==> src/rtl/booth_pkg.sv <==
package booth_pkg;

    typedef enum logic [1:0] {
        OP_KEEP = 2'd0,
        OP_ADD  = 2'd1,
        OP_SUB  = 2'd2
    } booth_op_e;

    // Pair decode: current multiplier LSB and the bit shifted out before it
    function automatic booth_op_e booth_pick(input logic cur, input logic prev);
        booth_op_e r;
        case ({cur, prev})
            2'b10:   r = OP_SUB;
            2'b01:   r = OP_ADD;
            default: r = OP_KEEP;
        endcase
        return r;
    endfunction

endpackage

==> src/rtl/booth_recode.sv <==
module booth_recode
    import booth_pkg::*;
(
    input  logic      cur,
    input  logic      prev,
    output booth_op_e op
);
    always_comb op = booth_pick(cur, prev);
endmodule

==> src/rtl/booth_addsub.sv <==
module booth_addsub
    import booth_pkg::*;
#(
    parameter int W = 8
) (
    input  logic [W-1:0] acc,
    input  logic [W-1:0] mcand,
    input  booth_op_e    op,
    output logic [W:0]   sum
);
    localparam int XW = W + 1;

    logic [XW-1:0] a_x;
    logic [XW-1:0] b_x;

    // One guard bit keeps the result exact for every operand pair
    always_comb begin
        a_x = {acc[W-1], acc};
        b_x = {mcand[W-1], mcand};
        case (op)
            OP_ADD:  sum = a_x + b_x;
            OP_SUB:  sum = a_x + (~b_x) + XW'(1);
            default: sum = a_x;
        endcase
    end
endmodule

==> src/rtl/booth_seqctl.sv <==
module booth_seqctl #(
    parameter int W  = 8,
    parameter int CW = $clog2(W + 1)
) (
    input  logic          clk,
    input  logic          rst,
    input  logic          start,
    output logic          busy,
    output logic          done,
    output logic          load,
    output logic          step,
    output logic [CW-1:0] cnt
);
    logic last;

    assign load = start && !busy;
    assign step = busy;
    assign last = busy && (cnt == CW'(1));

    always_ff @(posedge clk) begin
        if (rst) begin
            busy <= 1'b0;
            done <= 1'b0;
            cnt  <= '0;
        end else begin
            done <= last;
            if (load) begin
                busy <= 1'b1;
                cnt  <= CW'(W);
            end else if (step) begin
                cnt <= cnt - CW'(1);
                if (last) busy <= 1'b0;
            end
        end
    end
endmodule

==> src/rtl/booth_seq_mult.sv <==
module booth_seq_mult
    import booth_pkg::*;
#(
    parameter int W = 8
) (
    input  logic           clk,
    input  logic           rst,
    input  logic           start,
    input  logic [W-1:0]   mcand,
    input  logic [W-1:0]   mplier,
    output logic           busy,
    output logic           done,
    output logic [2*W-1:0] product
);
    localparam int CW = $clog2(W + 1);

    logic [W-1:0]  acc;
    logic [W-1:0]  mq;
    logic [W-1:0]  mcand_q;
    logic          qx;
    logic [CW-1:0] cnt;
    logic          load;
    logic          step;
    booth_op_e     op;
    logic [W:0]    sum;

    booth_seqctl #(.W(W), .CW(CW)) u_ctl (
        .clk(clk), .rst(rst), .start(start),
        .busy(busy), .done(done), .load(load), .step(step), .cnt(cnt)
    );

    booth_recode u_rec (.cur(mq[0]), .prev(qx), .op(op));

    booth_addsub #(.W(W)) u_as (.acc(acc), .mcand(mcand_q), .op(op), .sum(sum));

    // Shift chain: {sum, mq, qx} moves right one place, sum sign kept
    always_ff @(posedge clk) begin
        if (rst) begin
            acc     <= '0;
            mq      <= '0;
            qx      <= 1'b0;
            mcand_q <= '0;
        end else if (load) begin
            acc     <= '0;
            mq      <= mplier;
            qx      <= 1'b0;
            mcand_q <= mcand;
        end else if (step) begin
            acc <= sum[W:1];
            mq  <= {sum[0], mq[W-1:1]};
            qx  <= mq[0];
        end
    end

    assign product = {acc, mq};
endmodule

==> config.mk <==
export PLATFORM = sky130hd
export DESIGN_NAME = booth_seq_mult
export DESIGN_NICKNAME = d
export VERILOG_FILES = /design/src/rtl/booth_pkg.sv /design/src/rtl/booth_recode.sv /design/src/rtl/booth_addsub.sv /design/src/rtl/booth_seqctl.sv /design/src/rtl/booth_seq_mult.sv
export SDC_FILE = /design/constraint.sdc
export NUM_CORES = 1
export LEC_CHECK = 0
export BUFFER_PORTS_ARGS = -buffer_cell sky130_fd_sc_hd__buf_4
export CELL_PAD_IN_SITES_DETAIL_PLACEMENT = 0
export CELL_PAD_IN_SITES_GLOBAL_PLACEMENT = 2
export CORE_ASPECT_RATIO = 0.5
export CORE_MARGIN = 2
export CORE_UTILIZATION = 34
export CTS_CLUSTER_DIAMETER = 30
export DETAILED_ROUTE_END_ITERATION = 16
export PLACE_DENSITY = 0.89
export SLEW_MARGIN = 20
export SYNTH_ARGS = -nofsm -noshare
export SYNTH_HDL_FRONTEND = slang
export SYNTH_HIERARCHICAL = 1
export SYNTH_SLANG_ARGS = --single-unit
==> constraint.sdc <==
create_clock -name clk -period 2.48 [get_ports clk]
set_input_delay 0.372 -clock clk [delete_from_list [all_inputs] [get_ports clk]]
set_output_delay 0.372 -clock clk [all_outputs]
set_load 0.01 [all_outputs]
==> impl_metrics.ini, run 1 <==
[setup_path]
startpoint_type = flop
critical_path_buf_inv_count = 0
path_max_fanout = 3
cp.required_ns = 2.68
slowest_delay_ns = 0.42
critical_path.cell_chain = ha_1 -> fa_2 -> nor3b_1 -> nor3_2 -> o31ai_2 -> a2111o_1 -> a221oi_2 -> mux2i_1 -> nor2_1
critical_path.slowest_cell = a2111o_1
endpoint_kind = flop
crit_type = flop to flop
arrival_ns = 2.50
critical_path_depth = 9
rr_worst_depth = 9
cp_top_family = compound AO/OA/AOI/OAI gates

[sta]
drv_slew = 0
holdWs_ns = 0.333
relSlewSlack_pct = 53.9
skew_ns = 0.00363
setup_viol = 0
tightest_slew_ns = 0.692
max_freq_mhz = 435
fin_crit_ns = 2.30
post-route-period-util_pct = 92.7
rsz0062_at_grt = false
fin_ws_ns = 0.182
finalHoldViolCount = 0
tns_ns = 0

[final_layout]
drive_above_1_share_pct = 21.5
synthToLayoutAreaGrowth_pct = 21.8
layout.nets = 343
num-fill-cells = 665
antenna_cells = 0
final_util_pct = 42.6

[synthesis]
synth_most_common_cell = dfxtp_1
synth.area.mux_share_pct = 12.3
synth_seq_cells = 31
ys_top_cells_by_area = dfxtp_1 (27%), mux2i_1 (12%), ha_1 (11%)
yosysSeqAreaShare_pct = 26.8
synth_nets = 308
syn_inst = 267
synth.avg_cell_area_um2 = 8.66
synth_adder_area_share_pct = 12.5
synth_common_cells = dfxtp_1 (31), mux2i_1 (27), nor2_1 (26)
synth_edf_count = 0
synthDominantCellAreaShare_pct = 26.8
synth-simple-area-share_pct = 18.4
ys.flop_type = dfxtp_1
synthXorXnorAreaFrac_pct = 1.14
yosys.area.top_type = dfxtp_1
syn_area_um2 = 2310
synth_compound_area_share_pct = 20.1
async_flop_share_pct = 0
yosys_warnings = 6
synth_top_family_by_area = compound AO/OA/AOI/OAI gates
yosys.cell_types.count = 56

[die]
coreArea_um2 = 6620
start_util_pct = 34.9
ioPinCount = 37
fp.dieW_um = 121
num_rows = 21
die_h_um = 62.3
dieArea_um2 = 7520

[detailed_routing]
drc_errors = 0
first_pass_iters = 4
vias = 2028
wl_um = 5640
drtIter0Drc = 64
ant_nets = 0
wl_per_cell_um = 14.3
routed_via_density = 5.13

[placement]
portBuffers = 36
pre_cts_slack_ns = 0.0978
routabilityCongestion = 0.818
dp_hpwl_um = 4250

[clock_network]
cts_tree = yes
clockBufferDepth = 2
clock_sinks = 31
clk_latency_ns = 0.27
cts_hold_buf = 0
cts_root_buf = clkbuf_16
cts.clk_slew.worst_paths_ns = 0.05
cts_buffers = 5
htreeDepth = 2

[power_and_ir_drop]
powerDensity_nw_per_um2 = 544
power.leakage_nw = 1.20
ir_worst_vdd_mv = 0.454
total_power_mw = 1.53

[grt]
track_usage_pct = 15.8
overflow = 0
grt_pass1_wl_um = 9500
antenna_found_initial = 0
grt_pass1_vias = 1945
grt_max_degree = 28

[hold_path]
hold_depth = 3
hold_path.class = input pin to flop

[run]
max-cap-violations = 0

[run_status]
outcome = finished clean
-- metrics by stage --
step / area, um2 / std cells
finish: 2820 / 395
global route: 2820 / 395
CTS: 2810 / 395
detailed placement: 2650 / 387
global placement: 2650 / 387
floorplan: 2310 / 267
-- routing by layer --
metal	share of wire [%]	global-route usage, %
met1	51	22.1
met2	43	24.1
met3	4.9	4.14
met4	0.78	4.22
met5	0	0
-- final cells by class --
cell class,instances,area (um2),share of cell area (%)
flip-flops and latches,31,621,22.0
multi-input cells,196,1500,53.3
well taps,92,115,4.08
repair buffers,45,338,12.0
inverters,23,86.3,3.06
clock buffers,8,156,5.55
-- logic make-up (layout without fill, tap and decap cells) --
kind of cell | Yosys count | in the layout
muxes | 28 | 28
xor gates and xnor gates | 3 | 3
adders and majority gates | 22 | 22
DFF | 31 | 31
and+or+nand+nor | 80 | 80
buffers and inverters | 40 | 76
AOI/OAI and AO/OA | 63 | 63
-- state kept, by name, indices dropped and copies added, names as in the netlist --
register,count
mq,8
acc,8
u_ctl/cnt,4
mcand_q,8
u_ctl/busy,1
qx,1
u_ctl/done,1
-- worst min-delay path, cell delays in order --
cell	delay [ns]
buf_4	0.08
mux2i_1	0.05
nor2_1	0.07
-- path summary, 6_finish.rpt --
kind / from / end / slack [ns]
max reg2reg: mcand_q[0]$_SDFFE_PP0P_ / acc[7]$_SDFFE_PP0P_ / 0.18
max: mcand_q[0]$_SDFFE_PP0P_ / acc[7]$_SDFFE_PP0P_ / 0.18
min: mcand[0] / mcand_q[0]$_SDFFE_PP0P_ / 0.33
min reg2reg: qx$_SDFFE_PP0P_ / qx$_SDFFE_PP0P_ / 0.52
-- placed cells by master, fill, tap and decap left out, types with 2 or more instances in the layout --
master	Yosys	routed
nor3_2	2	2
clkbuf_16	0	5
o21ai_0	8	8
a211oi_2	1	2
nor2b_1	16	16
o211ai_1	2	2
ha_1	20	19
a211oi_1	12	11
o21ai_1	3	3
a21oi_1	13	13
inv_1	22	22
buf_4	1	45
nor3b_1	4	4
dfxtp_1	31	31
clkbuf_8	0	2
o31ai_1	4	4
or3_1	2	2
nor2_1	26	26
a221oi_1	2	2
nand2b_1	2	2
xnor2_1	2	2
a221oi_2	2	2
mux2i_1	27	27
or4_1	2	2
nor3_1	4	4
a21o_1	2	2
nand2_1	13	13
-- timing repair --
action,4_1_cts,5_1_grt
hold endpoints to repair,0,0
setup buffers,0,0
endpoints found under the setup margin,0,2
resized for setup,0,3
-- power breakdown --
group | total [mW] | switching, mW | internal, mW
combinational | 0.347 | 0.187 | 0.160
clock | 0.629 | 0.203 | 0.426
sequential | 0.558 | 0.0282 | 0.530
Note: power is estimated with default switching activity, not from simulation.
==> run 2: changes to the inputs <==
--- a/config.mk
+++ b/config.mk
@@ -14,6 +14,7 @@
 export CTS_CLUSTER_DIAMETER = 30
 export DETAILED_ROUTE_END_ITERATION = 16
 export PLACE_DENSITY = 0.89
+export SETUP_SLACK_MARGIN = 0.3
 export SLEW_MARGIN = 20
 export SYNTH_ARGS = -nofsm -noshare
 export SYNTH_HDL_FRONTEND = slang
==> impl_metrics.ini, run 2 (synthesized netlist as in run 1, its figures left out) <==
[power_and_ir_drop]
power.leakage_nw = 1.26
ir_worst_vdd_mv = 0.291
powerDensity_nw_per_um2 = 508

[sta]
skew_ns = 0.00242
drv_slew = 0
tightest_slew_ns = 0.688
finalHoldViolCount = 0
rsz0062_at_grt = true
holdWs_ns = 0.338
post-route-period-util_pct = 87.0
setup_viol = 0
max_freq_mhz = 464
fin_crit_ns = 2.16
relSlewSlack_pct = 54.1
tns_ns = 0

[detailed_routing]
routed_via_density = 5.11
drc_errors = 0
wl_um = 6010
drtIter0Drc = 93
vias = 2061
first_pass_iters = 4
ant_nets = 0
wl_per_cell_um = 14.9

[die]
coreArea_um2 = 6620
fp.dieW_um = 121
die_h_um = 62.3
dieArea_um2 = 7520
num_rows = 21
ioPinCount = 37
start_util_pct = 34.9

[final_layout]
layout.nets = 351
top_regs = acc x8, mcand_q x8, mq x8
synthToLayoutAreaGrowth_pct = 30.2
antenna_cells = 0
drive_above_1_share_pct = 31.2
mostFrequentLayoutCells = buf_4 (52), mux2i_1 (27), nor2_1 (26)
layout_commonest_cell = buf_4

[setup_path]
crit_type = flop to flop
startpoint_type = flop
rrSetupSlack_ns = 0.32
r2r_start = mcand_q[0]$_SDFFE_PP0P_
path_max_fanout = 3
rr_worst_depth = 9
r2r_end = acc[7]$_SDFFE_PP0P_
cp.required_ns = 2.69
endpoint_kind = flop
arrival_ns = 2.36

[clock_network]
htreeDepth = 2
cts_root_buf = clkbuf_16
cts_buffers = 5
cts.clk_slew.worst_paths_ns = 0.05
clk_latency_ns = 0.27
cts_tree = yes
clockBufferDepth = 2
clock_sinks = 31

[run_status]
outcome = finished clean

[hold_path]
hold-path-endpoint = mcand_q[1]$_SDFFE_PP0P_
hold_depth = 3
hold_path.class = input pin to flop
holdCritStartpoint = mcand[1]

[placement]
dp_hpwl_um = 4200
portBuffers = 36
routabilityCongestion = 0.856

[grt]
overflow = 0
grt_max_degree = 28
grt_pass1_wl_um = 9690
antenna_found_initial = 0
track_usage_pct = 16.1
grt_pass1_vias = 1967

[run]
max-cap-violations = 0
-- run 2: how the worst max path moves through the flow --
stage                             from             endpoint  slack [ns]  cells after the start
6_report       mcand_q[0]$_SDFFE_PP0P_  acc[7]$_SDFFE_PP0P_        0.32                      9
5_1_grt            acc[0]$_SDFFE_PP0P_  acc[7]$_SDFFE_PP0P_        0.21                      9
4_1_cts            acc[0]$_SDFFE_PP0P_  acc[7]$_SDFFE_PP0P_        0.25                      9
3_5_place_dp   mcand_q[0]$_SDFFE_PP0P_  acc[7]$_SDFFE_PP0P_        0.19                      9
3_3_place_gp   mcand_q[1]$_SDFFE_PP0P_  acc[5]$_SDFFE_PP0P_        0.20                      9
2_1_floorplan      acc[0]$_SDFFE_PP0P_  acc[7]$_SDFFE_PP0P_        0.33                      9
-- run 2: power by group --
| group | switching (mW) | internal, mW | total, mW | leakage (nW) |
|---|---|---|---|---|
| clock | 0.221 | 0.370 | 0.591 | 0.0669 |
| sequential | 0.0306 | 0.529 | 0.560 | 0.260 |
| combinational | 0.199 | 0.179 | 0.378 | 0.934 |
| total | 0.450 | 1.08 | 1.53 | 1.26 |
-- run 2: timing repair --
action | CTS | global route
hold endpoints to repair | 0 | 0
hold buffers | 0 | 0
buffers inserted | 1 | 5
endpoints found under the setup margin | 4 | 6
pin swaps | 4 | 7
cloned | 0 | 0
gates resized for setup | 12 | 25
-- run 2: worst max-delay path, stage by stage (launching register included) --
cell	delay (ns)
dfxtp_4	0.36
ha_4	0.16
fa_2	0.35
nor3b_4	0.17
nor3_4	0.16
o31ai_2	0.10
a2111o_1	0.38
a221oi_2	0.21
mux2i_1	0.11
nor2_1	0.09
-- run 2: area by class of cell --
class | count | area [um2]
inverter | 23 | 86.3
fill | 671 | 3610
sequential | 31 | 641
multi-input combinational | 196 | 1630
clock inverter | 2 | 12.5
timing repair buffer | 53 | 402
tap | 92 | 115
clock buffer | 6 | 129
-- run 2: through the flow --
stage	area, um2	setup slack (ns)	util, %	power [mW]	cells
6_report	3010	0.323	45.5	1.53	403
5_1_grt	3010	0.215	45.5	1.61	403
4_1_cts	2870	0.246	43.3	1.52	398
3_5_place_dp	2670	0.188	40.3	0.913	389
3_3_place_gp	2670	0.202	40.3	0.909	389
2_1_floorplan	2320	0.329	-	0.810	267
-- run 2: layer usage --
metal	GRT usage, %	wire, um	vias to the layer above
met5	0	0	-
met4	4.36	61	0
met1	22.8	3030	982
met2	25.4	2720	37
met3	2.57	204	7
li1	-	-	1035
